## config.mk

```make
export PLATFORM = sky130hd
export DESIGN_NAME = rx_char_queue
export DESIGN_NICKNAME = d
export VERILOG_FILES = /design/src/rtl/rxq_pkg.sv /design/src/rtl/rxq_ctrl.sv /design/src/rtl/rxq_datapath.sv /design/src/rtl/rx_char_queue.sv
export SDC_FILE = /design/constraint.sdc
export NUM_CORES = 1
export LEC_CHECK = 0
export BUFFER_PORTS_ARGS = -buffer_cell sky130_fd_sc_hd__buf_2
export CAP_MARGIN = 10
export CORE_MARGIN = 4
export CORE_UTILIZATION = 35
export CTS_CLUSTER_DIAMETER = 30
export DETAILED_ROUTE_END_ITERATION = 10
export PLACE_DENSITY_LB_ADDON = 0.05
export SETUP_SLACK_MARGIN = 0.3
export SYNTH_ARGS = -nofsm -noshare
export SYNTH_HDL_FRONTEND = slang
export SYNTH_HIERARCHICAL = 1
export SYNTH_SLANG_ARGS = --single-unit
export TNS_END_PERCENT = 10
```

## constraint.sdc

```tcl
create_clock -name clk -period 3.1 [get_ports clk]
set_input_delay 0.155 -clock clk [delete_from_list [all_inputs] [get_ports clk]]
set_output_delay 0.155 -clock clk [all_outputs]
set_load 0.05 [all_outputs]
```

## src/rtl/rxq_pkg.sv

```systemverilog
package rxq_pkg;
  // Strobes from the control to the datapath, one cycle wide.
  typedef struct packed {
    logic pushEn;   // write incoming entry at the write slot
    logic advance;  // move read pointer (read of a non-empty queue)
    logic latch;    // copy error bits of the entry being read
    logic flush;    // mode change: reset pointer
  } rxqStrobe_t;
endpackage

```

## src/rtl/rxq_ctrl.sv

```systemverilog
module rxq_ctrl
  import rxq_pkg::*;
#(
  parameter int DEPTH   = 16,
  parameter int TRIGGER = 1,
  parameter int CNT_W   = $clog2(DEPTH + 1)
) (
  input  logic             clk,
  input  logic             rst_n,
  input  logic             fifoEnable,
  input  logic             pushReq,
  input  logic             popReq,
  output rxqStrobe_t       strb,
  output logic [CNT_W-1:0] count,
  output logic             canAccept,
  output logic             emptyFlag,
  output logic             fullFlag,
  output logic             rxIrqSet,
  output logic             rxIrqClr
);
  logic [CNT_W-1:0] countQ, afterPop, afterPush;
  logic fifoEnQ, flushNow, roomOk, pushEn, popEn, popDec;

  always_comb begin
    flushNow  = fifoEnable != fifoEnQ;
    roomOk    = fifoEnable ? (countQ < CNT_W'(DEPTH)) : (countQ == '0);
    canAccept = !flushNow && roomOk;
    pushEn    = pushReq && canAccept;
    popEn     = popReq && !flushNow;
    popDec    = popEn && (countQ != '0);
    afterPop  = countQ - CNT_W'(popDec);
    afterPush = afterPop + CNT_W'(pushEn);
    rxIrqSet  = pushEn && (afterPush == CNT_W'(TRIGGER));
    rxIrqClr  = popEn && (afterPop == CNT_W'(TRIGGER - 1));
    strb.pushEn  = pushEn;
    strb.advance = popDec;
    strb.latch   = popEn;
    strb.flush   = flushNow;
  end

  always_ff @(posedge clk or negedge rst_n) begin
    if (!rst_n) begin
      countQ    <= '0;
      fifoEnQ   <= 1'b0;
      emptyFlag <= 1'b1;
      fullFlag  <= 1'b0;
    end else begin
      fifoEnQ <= fifoEnable;
      if (flushNow) begin
        countQ    <= '0;
        emptyFlag <= 1'b1;
        fullFlag  <= 1'b0;
      end else begin
        countQ <= afterPush;
        if (pushEn)
          emptyFlag <= 1'b0;
        else if (popEn && afterPop == '0)
          emptyFlag <= 1'b1;
        if (pushEn && (!fifoEnable || afterPush == CNT_W'(DEPTH)))
          fullFlag <= 1'b1;
        else if (popEn)
          fullFlag <= 1'b0;
      end
    end
  end

  assign count = countQ;
endmodule

```

## src/rtl/rxq_datapath.sv

```systemverilog
module rxq_datapath
  import rxq_pkg::*;
#(
  parameter int DEPTH   = 16,
  parameter int ENTRY_W = 12,
  parameter int ERR_W   = 4,
  parameter int CNT_W   = $clog2(DEPTH + 1),
  parameter int PTR_W   = $clog2(DEPTH)
) (
  input  logic               clk,
  input  logic               rst_n,
  input  rxqStrobe_t         strb,
  input  logic [CNT_W-1:0]   count,
  input  logic [ENTRY_W-1:0] wrEntry,
  input  logic               statusClear,
  output logic [ENTRY_W-1:0] rdEntry,
  output logic [ERR_W-1:0]   rxStatus
);
  logic [ENTRY_W-1:0] slotQ [DEPTH];
  logic [PTR_W-1:0]   rdPtr, wrPtr;

  // DEPTH is a power of two, so pointer arithmetic wraps naturally.
  assign wrPtr   = rdPtr + count[PTR_W-1:0];
  assign rdEntry = slotQ[rdPtr];

  for (genvar g = 0; g < DEPTH; g++) begin : gSlot
    always_ff @(posedge clk or negedge rst_n) begin
      if (!rst_n)
        slotQ[g] <= '0;
      else if (strb.pushEn && wrPtr == PTR_W'(g))
        slotQ[g] <= wrEntry;
    end
  end

  always_ff @(posedge clk or negedge rst_n) begin
    if (!rst_n)
      rdPtr <= '0;
    else if (strb.flush)
      rdPtr <= '0;
    else if (strb.advance)
      rdPtr <= rdPtr + PTR_W'(1);
  end

  always_ff @(posedge clk or negedge rst_n) begin
    if (!rst_n)
      rxStatus <= '0;
    else if (statusClear)
      rxStatus <= '0;
    else if (strb.latch)
      rxStatus <= rdEntry[ENTRY_W-1 -: ERR_W];
  end
endmodule

```

## src/rtl/rx_char_queue.sv

```systemverilog
module rx_char_queue
  import rxq_pkg::*;
#(
  parameter int DEPTH   = 16,
  parameter int DATA_W  = 8,
  parameter int ERR_W   = 4,
  parameter int TRIGGER = 1
) (
  input  logic                      clk,
  input  logic                      rst_n,
  input  logic                      fifoEnable,
  input  logic                      pushValid,
  input  logic [DATA_W+ERR_W-1:0]   pushEntry,
  input  logic                      breakPush,
  output logic                      canAccept,
  input  logic                      popRead,
  output logic [DATA_W+ERR_W-1:0]   rdEntry,
  input  logic                      statusClear,
  output logic [ERR_W-1:0]          rxStatus,
  output logic                      emptyFlag,
  output logic                      fullFlag,
  output logic                      rxIrqSet,
  output logic                      rxIrqClr
);
  localparam int ENTRY_W = DATA_W + ERR_W;
  localparam int CNT_W   = $clog2(DEPTH + 1);
  localparam int BRK_BIT = DATA_W + 2;
  localparam logic [ENTRY_W-1:0] BREAK_ENTRY = ENTRY_W'(1) << BRK_BIT;

  rxqStrobe_t       strb;
  logic [CNT_W-1:0] count;
  logic             pushReq;
  logic [ENTRY_W-1:0] wrEntry;

  assign pushReq = pushValid || breakPush;
  assign wrEntry = breakPush ? BREAK_ENTRY : pushEntry;

  rxq_ctrl #(.DEPTH(DEPTH), .TRIGGER(TRIGGER), .CNT_W(CNT_W)) uCtrl (
    .clk(clk), .rst_n(rst_n), .fifoEnable(fifoEnable),
    .pushReq(pushReq), .popReq(popRead), .strb(strb), .count(count),
    .canAccept(canAccept), .emptyFlag(emptyFlag), .fullFlag(fullFlag),
    .rxIrqSet(rxIrqSet), .rxIrqClr(rxIrqClr)
  );

  rxq_datapath #(.DEPTH(DEPTH), .ENTRY_W(ENTRY_W), .ERR_W(ERR_W), .CNT_W(CNT_W)) uData (
    .clk(clk), .rst_n(rst_n), .strb(strb), .count(count),
    .wrEntry(wrEntry), .statusClear(statusClear),
    .rdEntry(rdEntry), .rxStatus(rxStatus)
  );
endmodule

```

# Yosys cells after proc, flatten, opt, wreduce, memory -nomap -nowiden
# Cells that the tools add are included.
[word_totals] regBits=208 in_bits=19
[op_classes] addsub=4 order_cmp=2 n_eq_ne=18 n_mux=16 bitwise_logic=1 reduce_logical=35
[ops] operator="12-bit binary-select mux with 4-bit select" n=1
[ops] operator="12-bit two-way mux" n=3
[ops] operator="4-bit == test (second input constant)" n=8
[ops] operator="1-bit logical AND" n=23
[ops] operator="4-bit by 3-bit == test with 1-bit output (second input constant)" n=4
[ops] operator="4-bit two-way mux" n=4
[ops] operator="5-bit logical NOT" n=2
[ops] operator="4-bit by 2-bit == test with 1-bit output (second input constant)" n=2
[ops] operator="1-bit two-way mux" n=7
[ops] operator="3-bit nonzero test" n=2
[ops] operator="5-bit by 1-bit adder with 5-bit output" n=1
[ops] operator="5-bit by 1-bit == test with 1-bit output (second input constant)" n=1
[ops] operator="5-bit == test (second input constant)" n=1
[ops] operator="5-bit >= comparator (second input constant)" n=1
[ops] operator="5-bit < comparator (second input constant)" n=1
[ops] operator="5-bit two-way mux" n=1
[ops] operator="4-bit inverter with 5-bit output" n=1
[ops] operator="5-bit nonzero test" n=1
[ops] operator="5-bit by 1-bit subtractor with 5-bit output" n=1
[ops] operator="4-bit by 1-bit adder with 4-bit output (second input constant)" n=1
[ops] operator="4-bit adder" n=1
[ops] operator="4-bit by 1-bit == test with 1-bit output (second input constant)" n=1
[ops] operator="4-bit logical NOT" n=1
[ops] operator="2-bit nonzero test" n=2
[ops] operator="3 further kinds" n=5

# Depth between registers and ports, before layout
[depth] word_depth=11 mapped_depth=12 depth_no_buf=12

# Cells and area by module
# Netlist, hierarchy kept.
[by_module_without_submodules] mod="rxq_datapath" n_inst=1 cells_per_inst=581 area_each_um2=9248.9 seq_area_each_um2=5004.8
[by_module_without_submodules] mod="rxq_ctrl" n_inst=1 cells_per_inst=70 area_each_um2=620.6 seq_area_each_um2=201.4
[by_module_without_submodules] mod="rx_char_queue" n_inst=1 cells_per_inst=14 area_each_um2=93.8 seq_area_each_um2=0.0

# Worst setup path before layout
# OpenSTA, ideal clock, no wires.
[synth_path] path_kind="flip-flop to output port" startpoint="register uCtrl.countQ[1] (netlist: uCtrl/count[1])" endpoint="output rxIrqSet" arrival_ps=4052 setup_slack_ps=-1107 stages_incl_launch_ff=10 path_cell_list="dfrtp_1 -> or4_4 -> o22ai_2 -> and2_2 -> ha_1 -> ha_1 -> inv_1 -> o32ai_1 -> xor2_1 -> nor3b_1"
[synth_between] elab_chain_cells=7
[synth_rtl] element="from (decl)" line="rxq_ctrl.sv:21" text="logic [CNT_W-1:0] countQ, afterPop, afterPush;"
[synth_rtl] element="from (signal assigned)" line="rxq_ctrl.sv:54" text="countQ <= afterPush;"
[synth_rtl] element="5-bit < comparator or 5-bit logical NOT (tied branches)" line="rxq_ctrl.sv:26" text="roomOk = fifoEnable ? (countQ < CNT_W'(DEPTH)) : (countQ == '0);"
[synth_rtl] element="1-bit two-way mux (*)" line="rxq_ctrl.sv:26"
[synth_rtl] element="1-bit logical AND (*)" line="rxq_ctrl.sv:27" text="canAccept = !flushNow && roomOk;"
[synth_rtl] element="net canAccept" line="rx_char_queue.sv:15" text="output logic canAccept,"
[synth_rtl] element="1-bit logical AND (*)" line="rxq_ctrl.sv:28" text="pushEn = pushReq && canAccept;"
[synth_rtl] element="net uCtrl.pushEn" line="rxq_ctrl.sv:22" text="logic fifoEnQ, flushNow, roomOk, pushEn, popEn, popDec;"
[synth_rtl] element="5-bit by 1-bit adder with 5-bit output" line="rxq_ctrl.sv:32" text="afterPush = afterPop + CNT_W'(pushEn);"
[synth_rtl] element="5-bit by 1-bit == test with 1-bit output" line="rxq_ctrl.sv:33" text="rxIrqSet = pushEn && (afterPush == CNT_W'(TRIGGER));"
[synth_rtl] element="1-bit logical AND (*)" line="rxq_ctrl.sv:33"
[synth_rtl] element="to (decl)" line="rx_char_queue.sv:22" text="output logic rxIrqSet,"
# The timed path passes the listed nets; every way through them passes the cells marked *.

==> flow_summary.html <==
<table>
<tr><th>Metric</th><th>Value</th></tr>
<tr><th colspan="2">Synthesis</th></tr>
<tr><td>Post-Syn Area</td><td>0.00996 mm^2</td></tr>
<tr><td>Library cell with the highest instance count after synthesis</td><td>sky130_fd_sc_hd__dfrtp_1</td></tr>
<tr><td>Number of library cell types mapped by synthesis</td><td>48</td></tr>
<tr><td>Gate Count Post-Synth</td><td>665</td></tr>
<tr><td>Most used DFF post-synth</td><td>sky130_fd_sc_hd__dfrtp_1</td></tr>
<tr><td>Synthesis warning total</td><td>6</td></tr>
<tr><td>Synth area leader</td><td>sky130_fd_sc_hd__dfrtp_1</td></tr>
<tr><td>Ranking of synthesized cells by instance count</td><td>sky130_fd_sc_hd__dfrtp_1 (207), sky130_fd_sc_hd__mux2_2 (198), sky130_fd_sc_hd__mux4_2 (52)</td></tr>
<tr><td>Register bit total from synthesis</td><td>208</td></tr>
<tr><td>Proportion of synthesized flip-flops having asynchronous set or reset</td><td>100%</td></tr>
<tr><td>Net count of the mapped netlist</td><td>693</td></tr>
<tr><td>Number of synthesized flops with an enable pin</td><td>0</td></tr>
<tr><td>Top-area cell type share of the netlist area</td><td>52.0%</td></tr>
<tr><td>Main area contributors after synthesis</td><td>sky130_fd_sc_hd__dfrtp_1 (52%), sky130_fd_sc_hd__mux2_2 (22%), sky130_fd_sc_hd__mux4_2 (12%)</td></tr>
<tr><td>Share of the yosys chip area belonging to registers</td><td>52.3%</td></tr>
<tr><td>Mean area per synthesized cell</td><td>15.0 um^2</td></tr>
<tr><th colspan="2">Critical path</th></tr>
<tr><td>Kind of critical path</td><td>reg -&gt; out</td></tr>
<tr><td>Crit end category</td><td>output pin</td></tr>
<tr><td>Critical path launch point type</td><td>register</td></tr>
<tr><td>Worst endpoint required time</td><td>2.94 ns</td></tr>
<tr><td>Setup slack of the worst register-to-register path</td><td>0.12 ns</td></tr>
<tr><td>Critical Path AT</td><td>3.07 ns</td></tr>
<tr><td>Worst-path fanout max</td><td>4</td></tr>
<tr><th colspan="2">STA</th></tr>
<tr><td>Max Clk Rate</td><td>310 MHz</td></tr>
<tr><td>Clock period minus final worst setup slack</td><td>3.22 ns</td></tr>
<tr><td>Final critical-path setup slack</td><td>-0.124 ns</td></tr>
<tr><td>Slew of the pin with the lowest slew margin</td><td>1.22 ns</td></tr>
<tr><td>Clock skew after layout</td><td>0.0166 ns</td></tr>
<tr><td>Pins over their slew limit</td><td>0</td></tr>
<tr><td>TNS Setup</td><td>-0.124 ns</td></tr>
<tr><td>Final setup vio count</td><td>1</td></tr>
<tr><td>Relative max-transition margin</td><td>18.8%</td></tr>
<tr><td>Share of the cycle needed by the critical path after routing</td><td>104%</td></tr>
<tr><td>Final hold vios</td><td>0</td></tr>
<tr><td>Unrepaired setup endpoints after global routing</td><td>yes</td></tr>
<tr><th colspan="2">Power and ir drop</th></tr>
<tr><td>Worst IR Drop VDD</td><td>0.406 mV</td></tr>
<tr><td>Leakage component of the power</td><td>0.00642 uW</td></tr>
<tr><td>Total power after layout</td><td>14000 uW</td></tr>
<tr><td>Total power per unit cell area</td><td>1010 mW/mm^2</td></tr>
<tr><th colspan="2">Clock network</th></tr>
<tr><td>Root buffer cell</td><td>sky130_fd_sc_hd__clkbuf_16</td></tr>
<tr><td>Clock tree from TritonCTS</td><td>built</td></tr>
<tr><td>Clock slew seen by the registers of the worst setup and hold paths</td><td>0.04 ns</td></tr>
<tr><td># clock sinks</td><td>208</td></tr>
<tr><td>Clk_lat worst skew</td><td>0.57 ns</td></tr>
<tr><td>Count of H-tree levels built during CTS</td><td>2</td></tr>
<tr><td>Number of buffers inserted during clock tree synthesis</td><td>58</td></tr>
<tr><td>Longest Clk Path Bufs</td><td>3</td></tr>
<tr><th colspan="2">Final layout</th></tr>
<tr><td>Synthesis-to-finish area growth</td><td>38.3%</td></tr>
<tr><td>Number of nets in the layout</td><td>791</td></tr>
<tr><td>Number of diodes added for antenna fixing</td><td>0</td></tr>
<tr><td>Final Util</td><td>49.3%</td></tr>
<tr><td>Proportion of layout cells with a drive suffix above 1</td><td>61.3%</td></tr>
<tr><th colspan="2">Worst hold path</th></tr>
<tr><td>Kind of path behind the tightest hold check</td><td>in -&gt; reg</td></tr>
<tr><th colspan="2">Die</th></tr>
<tr><td>Core region area</td><td>0.0279 mm^2</td></tr>
<tr><td>Die boundary width</td><td>177 um</td></tr>
<tr><td>Overall die area</td><td>0.0312 mm^2</td></tr>
<tr><td>Die Span Y</td><td>177 um</td></tr>
<tr><td>Initial standard-cell utilization of the core</td><td>35.7%</td></tr>
<tr><td>Number of placement rows</td><td>61</td></tr>
<tr><td>Boundary Pins</td><td>40</td></tr>
<tr><th colspan="2">Drt</th></tr>
<tr><td>Count of nets left with antenna violations after detail routing</td><td>0</td></tr>
<tr><td>Avg Vias per Cell</td><td>5.20</td></tr>
<tr><td>DRT Wirelength</td><td>28.1 mm</td></tr>
<tr><td>Routed length per instance</td><td>23.6 um</td></tr>
<tr><td>Routed vias</td><td>6183</td></tr>
<tr><td>Length of the first detailed-routing pass in iterations</td><td>4</td></tr>
<tr><td>Post-route DRC violation count</td><td>0</td></tr>
<tr><td>Number of DRC markers after the initial detailed-route iteration</td><td>256</td></tr>
<tr><th colspan="2">Global route</th></tr>
<tr><td>Initial antenna violation count</td><td>0</td></tr>
<tr><td>GRT Total Usage</td><td>17.9%</td></tr>
<tr><td>Wire length of the first global-routing pass</td><td>42.4 mm</td></tr>
<tr><td>Maximum number of pins on one net before global-route repair</td><td>73</td></tr>
<tr><td>Grt total ovfl</td><td>0</td></tr>
<tr><td>Vias in the first global route</td><td>6925</td></tr>
<tr><th colspan="2">Placement</th></tr>
<tr><td>HPWL after detailed placement</td><td>15.8 mm</td></tr>
<tr><td>Pre-CTS worst setup slack</td><td>0.204 ns</td></tr>
<tr><td>Port Buf Inserts</td><td>39</td></tr>
<tr><td>Global placement routability congestion</td><td>0.789</td></tr>
<tr><th colspan="2">Status</th></tr>
<tr><td>Status</td><td>finished with violations</td></tr>
<tr><td>Violations in the final reports</td><td>negative setup slack</td></tr>
<tr><th colspan="2">Run</th></tr>
<tr><td>Max-cap violation count</td><td>0</td></tr>
</table>
==> path summary, 6_finish.rpt <==
kind                                    end        startpoint  cells after the start
max                                rxIrqSet     uCtrl/fifoEnQ                     12
min                          uCtrl/fullFlag           popRead                      4
max reg2reg                 uData/slotQ[78]    uCtrl/count[4]                      9
min reg2reg                uData/slotQ[156]  uData/slotQ[156]                      1
max in group asynchronous  uData/slotQ[173]             rst_n                      3
min in group asynchronous    uCtrl/fullFlag             rst_n                      2
==> cell type report <==
| cell class | instances | area [um^2] |
|---|---|---|
| clock inverters | 33 | 468 |
| fillers | 2418 | 14200 |
| multi-input cells | 398 | 5100 |
| well taps | 378 | 473 |
| inverters | 8 | 32.5 |
| flip-flops and latches | 208 | 5220 |
| repair buffers | 89 | 832 |
| clock buffers | 76 | 1650 |
==> layout by cell type, fill, tap and decap left out, drive strengths merged, types with 4 or more instances in the layout <==
cell,n
a21oi,5
a311oi,4
buf,85
bufinv,11
clkbuf,77
clkinv,20
dfrtp,207
ha,8
inv,8
mux2,198
mux2i,7
mux4,52
nand2,14
nor2,18
nor2b,14
nor3,5
nor3b,5
o211ai,7
or2,8
or4,5
xnor2,6
xor2,6
==> timing repair <==
action                                  in CTS  in global routing
buffers inserted                             7                  9
hold buffers                                 3                  0
gates cloned                                 2                  1
endpoints found under the hold margin       74                  0
pin swaps                                   10                 19
endpoints found under the setup margin      48                100
resized for setup                           52                129
==> worst max-delay path, stage by stage, from the launching register on <==
cell and delay, ns:
sky130_fd_sc_hd__dfrtp_1 0.42, sky130_fd_sc_hd__xnor2_2 0.22, sky130_fd_sc_hd__nand2_2 0.11, sky130_fd_sc_hd__a21oi_2 0.15, sky130_fd_sc_hd__ha_2 0.28, sky130_fd_sc_hd__inv_1 0.12, sky130_fd_sc_hd__ha_4 0.16, sky130_fd_sc_hd__ha_4 0.15
sky130_fd_sc_hd__inv_4 0.04, sky130_fd_sc_hd__o32ai_4 0.29, sky130_fd_sc_hd__xor2_2 0.18, sky130_fd_sc_hd__nor3b_4 0.20, sky130_fd_sc_hd__buf_6 0.18
==> per-stage QoR <==
step,instances,instance area [um^2],hold slack [ns]
floorplan,665,10100,-0.141
global placement,1059,10700,0.220
detailed placement,1059,10700,0.229
CTS,1180,13200,0.00911
global route,1190,13800,0.0435
finish,1190,13800,0.0373
==> sequential cells by signal (all words and copies together) (netlist names) <==
register	cells
uCtrl/count	5
uCtrl/emptyFlag	1
uCtrl/fifoEnQ	1
uCtrl/fullFlag	1
uData/rdPtr	4
uData/rxStatus	4
uData/slotQ	192
==> routing by layer <==
metal | GRT usage (%) | part of all wire (%) | routed length (um)
met1 | 24.0 | 45 | 12600
met2 | 29.3 | 48 | 13500
met3 | 4.51 | 5.2 | 1450
met4 | 4.96 | 1.8 | 507
met5 | 0 | 0 | 0
==> power breakdown <==
| part | switching (uW) | internal [uW] | total, uW |
|---|---|---|---|
| logic | 1890 | 1990 | 3870 |
| registers | 362 | 3400 | 3760 |
| clock network | 1740 | 4600 | 6340 |
==> logic make-up after synthesis <==
kind of cell	count (synthesis)	synth area share, %
compound gates	30	2.35
flops	208	52.3
fa+ha+maj	9	1.21
xor+xnor	12	1.05
simple gates	89	5.24
buf+inv	60	3.06
mux	257	34.8
No activity file was read; power rests on OpenSTA's default activity.
